==> src/rtl/pwm_trip_pkg.sv <==
package pwm_trip_pkg;
  // strobes from control to datapath
  typedef struct packed {
    logic overrideOn;
    logic levelTrue;
    logic levelComp;
    logic triState;
  } tripCtrl_t;

  localparam logic ADDR_CFG    = 1'b0;
  localparam logic ADDR_STATUS = 1'b1;
endpackage

==> src/rtl/pwm_trip_sync.sv <==
module pwm_trip_sync #(
  parameter int STAGES = 2
) (
  input  logic clk,
  input  logic rstN,
  input  logic dIn,
  output logic dOut
);
  logic [STAGES-1:0] chain;

  always_ff @(posedge clk or negedge rstN) begin
    if (!rstN) chain <= '0;
    else       chain <= {chain[STAGES-2:0], dIn};
  end

  assign dOut = chain[STAGES-1];
endmodule

==> src/rtl/pwm_trip_ctrl.sv <==
module pwm_trip_ctrl
  import pwm_trip_pkg::*;
#(
  parameter int NUM_SRC = 4,
  parameter int DATA_W  = 8
) (
  input  logic               clk,
  input  logic               rstN,
  input  logic               regWrEn,
  input  logic               regAddr,
  input  logic [DATA_W-1:0]  regWrData,
  input  logic               anyFault,
  output logic [NUM_SRC-1:0] srcEn,
  output tripCtrl_t          ctrl,
  output logic               tripFlag,
  output logic               tripIrq
);
  localparam int LVT_BIT = NUM_SRC;
  localparam int LVC_BIT = NUM_SRC + 1;
  localparam int TRI_BIT = NUM_SRC + 2;

  logic levelTrueQ, levelCompQ, triStateQ;
  logic cfgWr, clearWr;

  assign cfgWr   = regWrEn && (regAddr == ADDR_CFG);
  assign clearWr = regWrEn && (regAddr == ADDR_STATUS) && !regWrData[0];

  always_ff @(posedge clk or negedge rstN) begin
    if (!rstN) begin
      srcEn      <= '0;
      levelTrueQ <= 1'b0;
      levelCompQ <= 1'b0;
      triStateQ  <= 1'b0;
    end else if (cfgWr) begin
      srcEn      <= regWrData[NUM_SRC-1:0];
      levelTrueQ <= regWrData[LVT_BIT];
      levelCompQ <= regWrData[LVC_BIT];
      triStateQ  <= regWrData[TRI_BIT];
    end
  end

  // clear wins on its own edge; a live fault re-sets on the next one
  always_ff @(posedge clk or negedge rstN) begin
    if (!rstN) begin
      tripFlag <= 1'b0;
      tripIrq  <= 1'b0;
    end else begin
      tripIrq <= anyFault && !clearWr && !tripFlag;
      if (clearWr)       tripFlag <= 1'b0;
      else if (anyFault) tripFlag <= 1'b1;
    end
  end

  assign ctrl.overrideOn = tripFlag;
  assign ctrl.levelTrue  = levelTrueQ;
  assign ctrl.levelComp  = levelCompQ;
  assign ctrl.triState   = triStateQ;

  a_r6_sticky: assert property (@(posedge clk) disable iff (!rstN)
    tripFlag && !clearWr |=> tripFlag);
  a_r7_clear: assert property (@(posedge clk) disable iff (!rstN)
    clearWr |=> !tripFlag);
  a_r8_write_one: assert property (@(posedge clk) disable iff (!rstN)
    regWrEn && regAddr == ADDR_STATUS && regWrData[0] && !tripFlag && !anyFault
    |=> !tripFlag);
  a_r2_set: assert property (@(posedge clk) disable iff (!rstN)
    anyFault && !clearWr |=> tripFlag);
  a_r5_irq_rise: assert property (@(posedge clk) disable iff (!rstN)
    tripIrq |-> tripFlag && !$past(tripFlag));
endmodule

==> src/rtl/pwm_trip_datapath.sv <==
module pwm_trip_datapath
  import pwm_trip_pkg::*;
#(
  parameter int NUM_SRC     = 4,
  parameter int NUM_CH      = 4,
  parameter int SYNC_STAGES = 2
) (
  input  logic               clk,
  input  logic               rstN,
  input  logic [NUM_SRC-1:0] faultIn,
  input  logic [NUM_SRC-1:0] srcEn,
  input  tripCtrl_t          ctrl,
  input  logic [NUM_CH-1:0]  chanEn,
  input  logic [NUM_CH-1:0]  pwmTrue,
  input  logic [NUM_CH-1:0]  pwmComp,
  output logic               anyFault,
  output logic [NUM_CH-1:0]  pinData,
  output logic [NUM_CH-1:0]  pinDataN,
  output logic [NUM_CH-1:0]  pinOe,
  output logic [NUM_CH-1:0]  pinOeN
);
  logic [NUM_SRC-1:0] faultSync;

  for (genvar s = 0; s < NUM_SRC; s++) begin : g_src
    pwm_trip_sync #(.STAGES(SYNC_STAGES)) u_sync (
      .clk (clk),
      .rstN(rstN),
      .dIn (faultIn[s]),
      .dOut(faultSync[s])
    );
  end

  assign anyFault = |(faultSync & srcEn);

  for (genvar c = 0; c < NUM_CH; c++) begin : g_ch
    logic forceCh;
    assign forceCh = ctrl.overrideOn && chanEn[c];

    always_comb begin
      if (forceCh) begin
        pinData[c]  = ctrl.levelTrue;
        pinDataN[c] = ctrl.levelComp;
        pinOe[c]    = !ctrl.triState;
        pinOeN[c]   = !ctrl.triState;
      end else begin
        pinData[c]  = pwmTrue[c];
        pinDataN[c] = pwmComp[c];
        pinOe[c]    = 1'b1;
        pinOeN[c]   = 1'b1;
      end
    end

    a_r11_pass: assert property (@(posedge clk) disable iff (!rstN)
      !chanEn[c] |-> pinData[c] == pwmTrue[c] && pinDataN[c] == pwmComp[c] && pinOe[c]);
    a_r10_tri: assert property (@(posedge clk) disable iff (!rstN)
      ctrl.overrideOn && ctrl.triState && chanEn[c] |-> !pinOe[c] && !pinOeN[c]);
  end
endmodule

==> src/rtl/pwm_trip_guard.sv <==
module pwm_trip_guard
  import pwm_trip_pkg::*;
#(
  parameter int NUM_SRC     = 4,
  parameter int NUM_CH      = 4,
  parameter int SYNC_STAGES = 2,
  parameter int DATA_W      = 8
) (
  input  logic               clk,
  input  logic               rstN,
  input  logic [NUM_SRC-1:0] faultIn,
  input  logic               regWrEn,
  input  logic               regAddr,
  input  logic [DATA_W-1:0]  regWrData,
  input  logic [NUM_CH-1:0]  chanEn,
  input  logic [NUM_CH-1:0]  pwmTrue,
  input  logic [NUM_CH-1:0]  pwmComp,
  output logic [NUM_CH-1:0]  pinData,
  output logic [NUM_CH-1:0]  pinDataN,
  output logic [NUM_CH-1:0]  pinOe,
  output logic [NUM_CH-1:0]  pinOeN,
  output logic               tripFlag,
  output logic               tripIrq
);
  tripCtrl_t          ctrl;
  logic [NUM_SRC-1:0] srcEn;
  logic               anyFault;

  pwm_trip_ctrl #(.NUM_SRC(NUM_SRC), .DATA_W(DATA_W)) u_ctrl (
    .clk      (clk),
    .rstN     (rstN),
    .regWrEn  (regWrEn),
    .regAddr  (regAddr),
    .regWrData(regWrData),
    .anyFault (anyFault),
    .srcEn    (srcEn),
    .ctrl     (ctrl),
    .tripFlag (tripFlag),
    .tripIrq  (tripIrq)
  );

  pwm_trip_datapath #(
    .NUM_SRC(NUM_SRC), .NUM_CH(NUM_CH), .SYNC_STAGES(SYNC_STAGES)
  ) u_dp (
    .clk     (clk),
    .rstN    (rstN),
    .faultIn (faultIn),
    .srcEn   (srcEn),
    .ctrl    (ctrl),
    .chanEn  (chanEn),
    .pwmTrue (pwmTrue),
    .pwmComp (pwmComp),
    .anyFault(anyFault),
    .pinData (pinData),
    .pinDataN(pinDataN),
    .pinOe   (pinOe),
    .pinOeN  (pinOeN)
  );

  a_r9_forced_level: assert property (@(posedge clk) disable iff (!rstN)
    tripFlag && !ctrl.triState && chanEn[0] |-> pinOe[0] && pinData[0] == ctrl.levelTrue);
endmodule

==> config.mk <==
export PLATFORM = sky130hd
export DESIGN_NAME = pwm_trip_guard
export DESIGN_NICKNAME = d
export VERILOG_FILES = /design/src/rtl/pwm_trip_pkg.sv /design/src/rtl/pwm_trip_sync.sv /design/src/rtl/pwm_trip_ctrl.sv /design/src/rtl/pwm_trip_datapath.sv /design/src/rtl/pwm_trip_guard.sv
export SDC_FILE = /design/constraint.sdc
export NUM_CORES = 1
export LEC_CHECK = 0
export BUFFER_PORTS_ARGS = -buffer_cell sky130_fd_sc_hd__buf_2
export CAP_MARGIN = 20
export CORE_UTILIZATION = 43
export CTS_BUF_LIST = sky130_fd_sc_hd__clkbuf_4 sky130_fd_sc_hd__clkbuf_8
export CTS_CLUSTER_DIAMETER = 200
export DETAILED_ROUTE_END_ITERATION = 16
export PLACE_DENSITY = 0.8
export RECOVER_POWER = 25
export SYNTH_ARGS = -nofsm -noshare
export SYNTH_HDL_FRONTEND = slang
export SYNTH_SLANG_ARGS = --single-unit
==> constraint.sdc <==
create_clock -name clk -period 1.21 [get_ports clk]
set_input_delay 0.121 -clock clk [delete_from_list [all_inputs] [get_ports clk]]
set_output_delay 0.121 -clock clk [all_outputs]
set_load 0.02 [all_outputs]
Word level (Yosys, flattened, before mapping)
Index checks and enable logic that the tools add are counted.
Storage, ports and cells
  flip-flop bits (word level): 17
  bits of input ports: 28
  output and inout port bits: 18
Cells by class
  mux-type cells: 14
  bitwise logic cells: 2
  reductions and logical operators: 15
Operators with widths (count)
  two-way mux 1 bit: 14
  logical AND 1 bit: 9
  AND 4 bit: 1
  logical NOT 1 bit: 4
  OR reduction 4 bit: 1
  nonzero test 2 bit: 1
  NOT 1 bit: 1

Logic depth before layout (Yosys ltp)
  depth after elaboration: 5
  mapped depth: 3

Cells and area by module
A second synthesis with hierarchy kept.
Second synthesis, totals
  cell total of the unflattened synthesis: 58
  area total of the unflattened synthesis: 813.3 µm²
Modules (own cells, without submodules)
  pwm_trip_ctrl: instances 1, cells each 26, area each 410.4 µm²
  pwm_trip_datapath: instances 1, cells each 24, area each 202.7 µm²
  pwm_trip_sync: instances 4, cells each 2, area each 50.0 µm²

Least setup slack after synthesis
OpenSTA, ideal clock, no wires.
  path kind: reg-to-output
  start: register u_ctrl.tripFlag
  end: output pinDataN[0]
  arrival: 1.068 ns
  path slack: 0.021 ns
  stages on the path, launching flop included: 4
  path buffers: 1
  cell sequence: dfrtp_1 buf_6 nand2_1 mux2_2
Between the ends
  cells in the longest elaborated chain, start to end: 2
Ends and longest elaborated chain
  from (decl): RTL line pwm_trip_ctrl.sv:15  | output logic tripFlag,
  from (signal assigned): RTL line pwm_trip_ctrl.sv:45  | tripFlag <= 1'b0;
  from (signal assigned): RTL line pwm_trip_ctrl.sv:49  | if (clearWr) tripFlag <= 1'b0;
  from (signal assigned): RTL line pwm_trip_ctrl.sv:50  | else if (anyFault) tripFlag <= 1'b1;
  logical AND 1 bit: RTL line pwm_trip_datapath.sv:37  | assign forceCh = ctrl.overrideOn && chanEn[c];
  two-way mux 1 bit: RTL line pwm_trip_datapath.sv:40  | if (forceCh) begin
  to (decl): RTL line pwm_trip_guard.sv:19  | output logic [NUM_CH-1:0] pinDataN,
Every way passes these cells.

Final worst setup path
  start: register u_ctrl.tripFlag
  end: output pinData[1]
Between the ends
  cells in the longest elaborated chain, start to end: 2
Ends and longest elaborated chain
  logical AND 1 bit: RTL line pwm_trip_datapath.sv:37
  two-way mux 1 bit: RTL line pwm_trip_datapath.sv:40
  to (decl): RTL line pwm_trip_guard.sv:18  | output logic [NUM_CH-1:0] pinData,
Every way passes these cells.

==> results.txt <==
The CTS tree is built. The tree is rooted in a clkbuf_4. The detailed router finished its first iteration with 12 violations. The cell leakage power came out at 0.000626 uW. The number of hold violations in the final report came to 0. In the post-synthesis netlist, the cell with the most instances is dfrtp_1. The simple-gate portion of the synthesized area came out at 7.69%. The worst setup path is launched from a flop. The residual overflow from global routing came out at 0. The height of the die came out at 44.2 um. The class of the worst hold path is input port to flop. The clock passes through at most 2 buffers. Yosys mapped the design onto 13 distinct sky130hd cell types. The final core utilization is 76.6%. The power consumption came out at 1500 uW. The highest clock rate came out at 686 MHz. The number of standard cells after synthesis came out at 53.

The critical path is of the flop to output pin type. The worst setup path startpoint is u_ctrl.tripFlag. The power density over cell area came out at 1240 mW/mm^2. The number of diodes added for antenna fixing is 0. Detailed placement ended at an HPWL of 1170 um. Summed over its instances, the top area cell type makes up 55.6% of the synthesized netlist area.

The area of the core region is 0.00158 sq mm. The endpoint identified for the worst register-to-register timing path is u_ctrl.tripIrq. The commonest cells after synthesis are dfrtp_1 (17), mux2_2 (8), mux2_4 (7). The worst slack at placement is 0.0275 ns.

The congestion estimate from routability-driven global placement came to 0.683. The starting density of the core is 48.5%. The horizontal die dimension came out at 44.2 um. The instance count after placement with tap cells included came out at 108.

The checks that failed: setup timing. Before antenna repair, the detailed router went through 6 iterations. In this run, CTS created clock tree buffers numbering 3. Fill cells in the final layout number 97.

The fraction of the mapped netlist area in compound gates came out at 3.76%. The total I/O pin count came out at 46. The minimum setup slack in the final design is -0.248 ns. Entering global routing, the biggest net connects 18 pins. The fraction of synthesized area in multiplexers is 25.5%. The per-instance average area after synthesis is 14.4 sq um. The clock input transition at the sequential cells of the worst setup and hold paths came out at 0.10 ns. The critical path capture point type is an output pin. The proportion of synthesized flip-flops having asynchronous set or reset came out at 100%.

Across the routed clock network, the largest skew measured is 0.00885 ns. The final max-slew violation count is 0. The startpoint of the worst register-to-register path is u_ctrl.tripFlag. In this run the register-to-register setup slack is 0.10 ns. Input and output buffers added on the ports amount to 44.

The total of warnings raised by yosys came out at 0. The final route contains 628 vias. The die area came out at 0.00195 sq mm.

The run finished, with violations left. The largest total area in the synthesized netlist belongs to dfrtp_1. The fraction of layout cells with a size suffix above 1 is 74.8%. In the routed design, unresolved DRC markers number 0.

The largest fanout on the critical path came out at 6. Sequential cells were found to cover 55.6% of the synthesized design area. The critical path ends at pinData[1]. The global router's overall resource usage came out at 20.3%. The via count of the first global-routing pass is 666. The number of enable flip-flop cells after synthesis came out at 0. The actual transition at the worst max-transition pin is 0.375 ns. The via density per instance is 5.28.

The synthesized design contains 17 register bits. The cell row count came out at 14. The cell count of the worst reg-to-reg path is 3. The post-synthesis adder-cell area fraction is 0%. The sequential cell area came out at 427 sq um. In this run the number of H-tree levels came out at 1.

The most used flip-flop cell after synthesis is dfrtp_1. The first global-routing pass estimated 2840 um of wire. The clock sink total is 17.

The final period demand of the worst path is 1.46 ns. The total area of multi-input combinational cells is 343 sq um. The average wire length per cell after detail routing came out at 17.4 um. For this block, the routed nets add up to 2070 um of wire. The number of antenna violations at the first check in global routing is 0.

The number of nets handed over by synthesis was 81. The mapped netlist covers 764 sq um. The worst vdd rail ir drop is 0.940 mV.

The total number of nets in the final design is 132. Max-cap violations in this run came to 0. The final period utilization is 120%.

The main combinational cell family by area after synthesis is multiplexers. Setup violations remaining at the end of the flow were counted as 17. The later-pin clock latency in the skew report came out at 0.29 ns. From synthesis to final layout, the design area changed by 57.9%.

Sorting the synthesized cells by area gives the leading types as dfrtp_1 (56%), mux2_4 (14%), mux2_2 (12%), buf_4 (3.9%), buf_6 (2.9%). The count of cells in the finished layout, fillers not included, comes to 119. The critical path data required time is 1.09 ns. The XOR/XNOR share of the synthesized area came out at 0%. The count of nets left with antenna violations once routing finished came out at 0. In this run the tightest slew margin relative to its limit is 75.0%.

The signal arrival time at the worst endpoint is 1.34 ns. Setup repair after global routing could not meet its margin everywhere.
repair_timing:
action | CTS | global route
gates cloned | 0 | 0
setup buffers | 0 | 2
pin swaps | 4 | 1
hold endpoints to repair | 21 | 0
setup endpoints to repair | 13 | 17
hold buffers | 5 | 0
resized for setup | 34 | 13
flip-flops by register name, indices dropped and copies added, names as in the netlist:
name and cells:
u_ctrl.levelTrueQ 1, u_dp.g_src.u_sync.chain 8, u_ctrl.srcEn 4, u_ctrl.tripIrq 1
u_ctrl.levelCompQ 1, u_ctrl.triStateQ 1, u_ctrl.tripFlag 1
routing by layer:
metal | track usage [%] | vias to the layer above | wire, um
met5 | 0 | - | 0
met4 | 9.70 | 0 | 57
met1 | 23.2 | 312 | 756
met2 | 35.9 | 26 | 1190
li1 | - | 284 | -
met3 | 4.49 | 6 | 73
through the flow:
stage | TNS, ns | instance area (sq um) | hold slack [ns]
6_report | -2.75 | 1210 | 0.0540
5_1_grt | -3.86 | 1210 | 0.0341
4_1_cts | -2.19 | 1150 | 0.0440
3_5_place_dp | 0 | 960 | 0.0540
3_3_place_gp | 0 | 960 | 0.0464
2_1_floorplan | 0 | 764 | -0.175
worst min-delay path by stage:
| stage | from | endpoint | slack, ns | depth (start not counted) |
|---|---|---|---|---|
| global route | regWrData[3] | u_ctrl.srcEn[3] | 0.03 | 2 |
| finish | regWrData[3] | u_ctrl.srcEn[3] | 0.05 | 2 |
| global placement | rstN | u_dp.g_src[0].u_sync.chain[0] | 0.05 | 1 |
| detailed placement | rstN | u_dp.g_src[2].u_sync.chain[0] | 0.05 | 1 |
| CTS | regWrData[3] | u_ctrl.srcEn[3] | 0.04 | 2 |
| floorplan | rstN | u_ctrl.levelCompQ | -0.17 | 0 |
report_power, final:
part	leakage [uW]	switching [uW]	internal [uW]	total (uW)
sequential	0.000198	52.3	622	674
clock	0.0000139	180	126	306
combinational	0.000414	230	293	523
total	0.000626	463	1040	1500
critical path: stages (launching register included):
cell and delay (ns):
dfrtp_2 0.48, nand2_2 0.12, mux2_4 0.32, buf_6 0.13
placed cells by master (no fill, tap or decap), types with 2 or more instances in the layout:
master / netlist / layout
buf_2: 0 / 27
dfrtp_1: 17 / 16
mux2_4: 7 / 15
buf_6: 2 / 13
buf_4: 4 / 7
dlygate4sd3_1: 0 / 5
nand3_2: 0 / 4
nand2_2: 0 / 4
clkbuf_4: 0 / 3
a22oi_1: 2 / 2
area by class of cell:
cell class | count | area share [%]
Clock buffer | 3 | 1.87
Timing Repair Buffer | 52 | 31.8
Clock inverter | 1 | 0.622
Multi-Input combinational cell | 29 | 28.4
Tap cell | 16 | 1.66
Inverter | 1 | 0.311
Sequential cell | 17 | 35.3
cell families after synthesis:
kind of cell | count (synthesis)
and+or+nand+nor | 10
buffers and inverters | 7
muxes | 15
AOI/OAI and AO/OA | 4
DFF | 17
No activity file was read; power rests on OpenSTA's default activity.
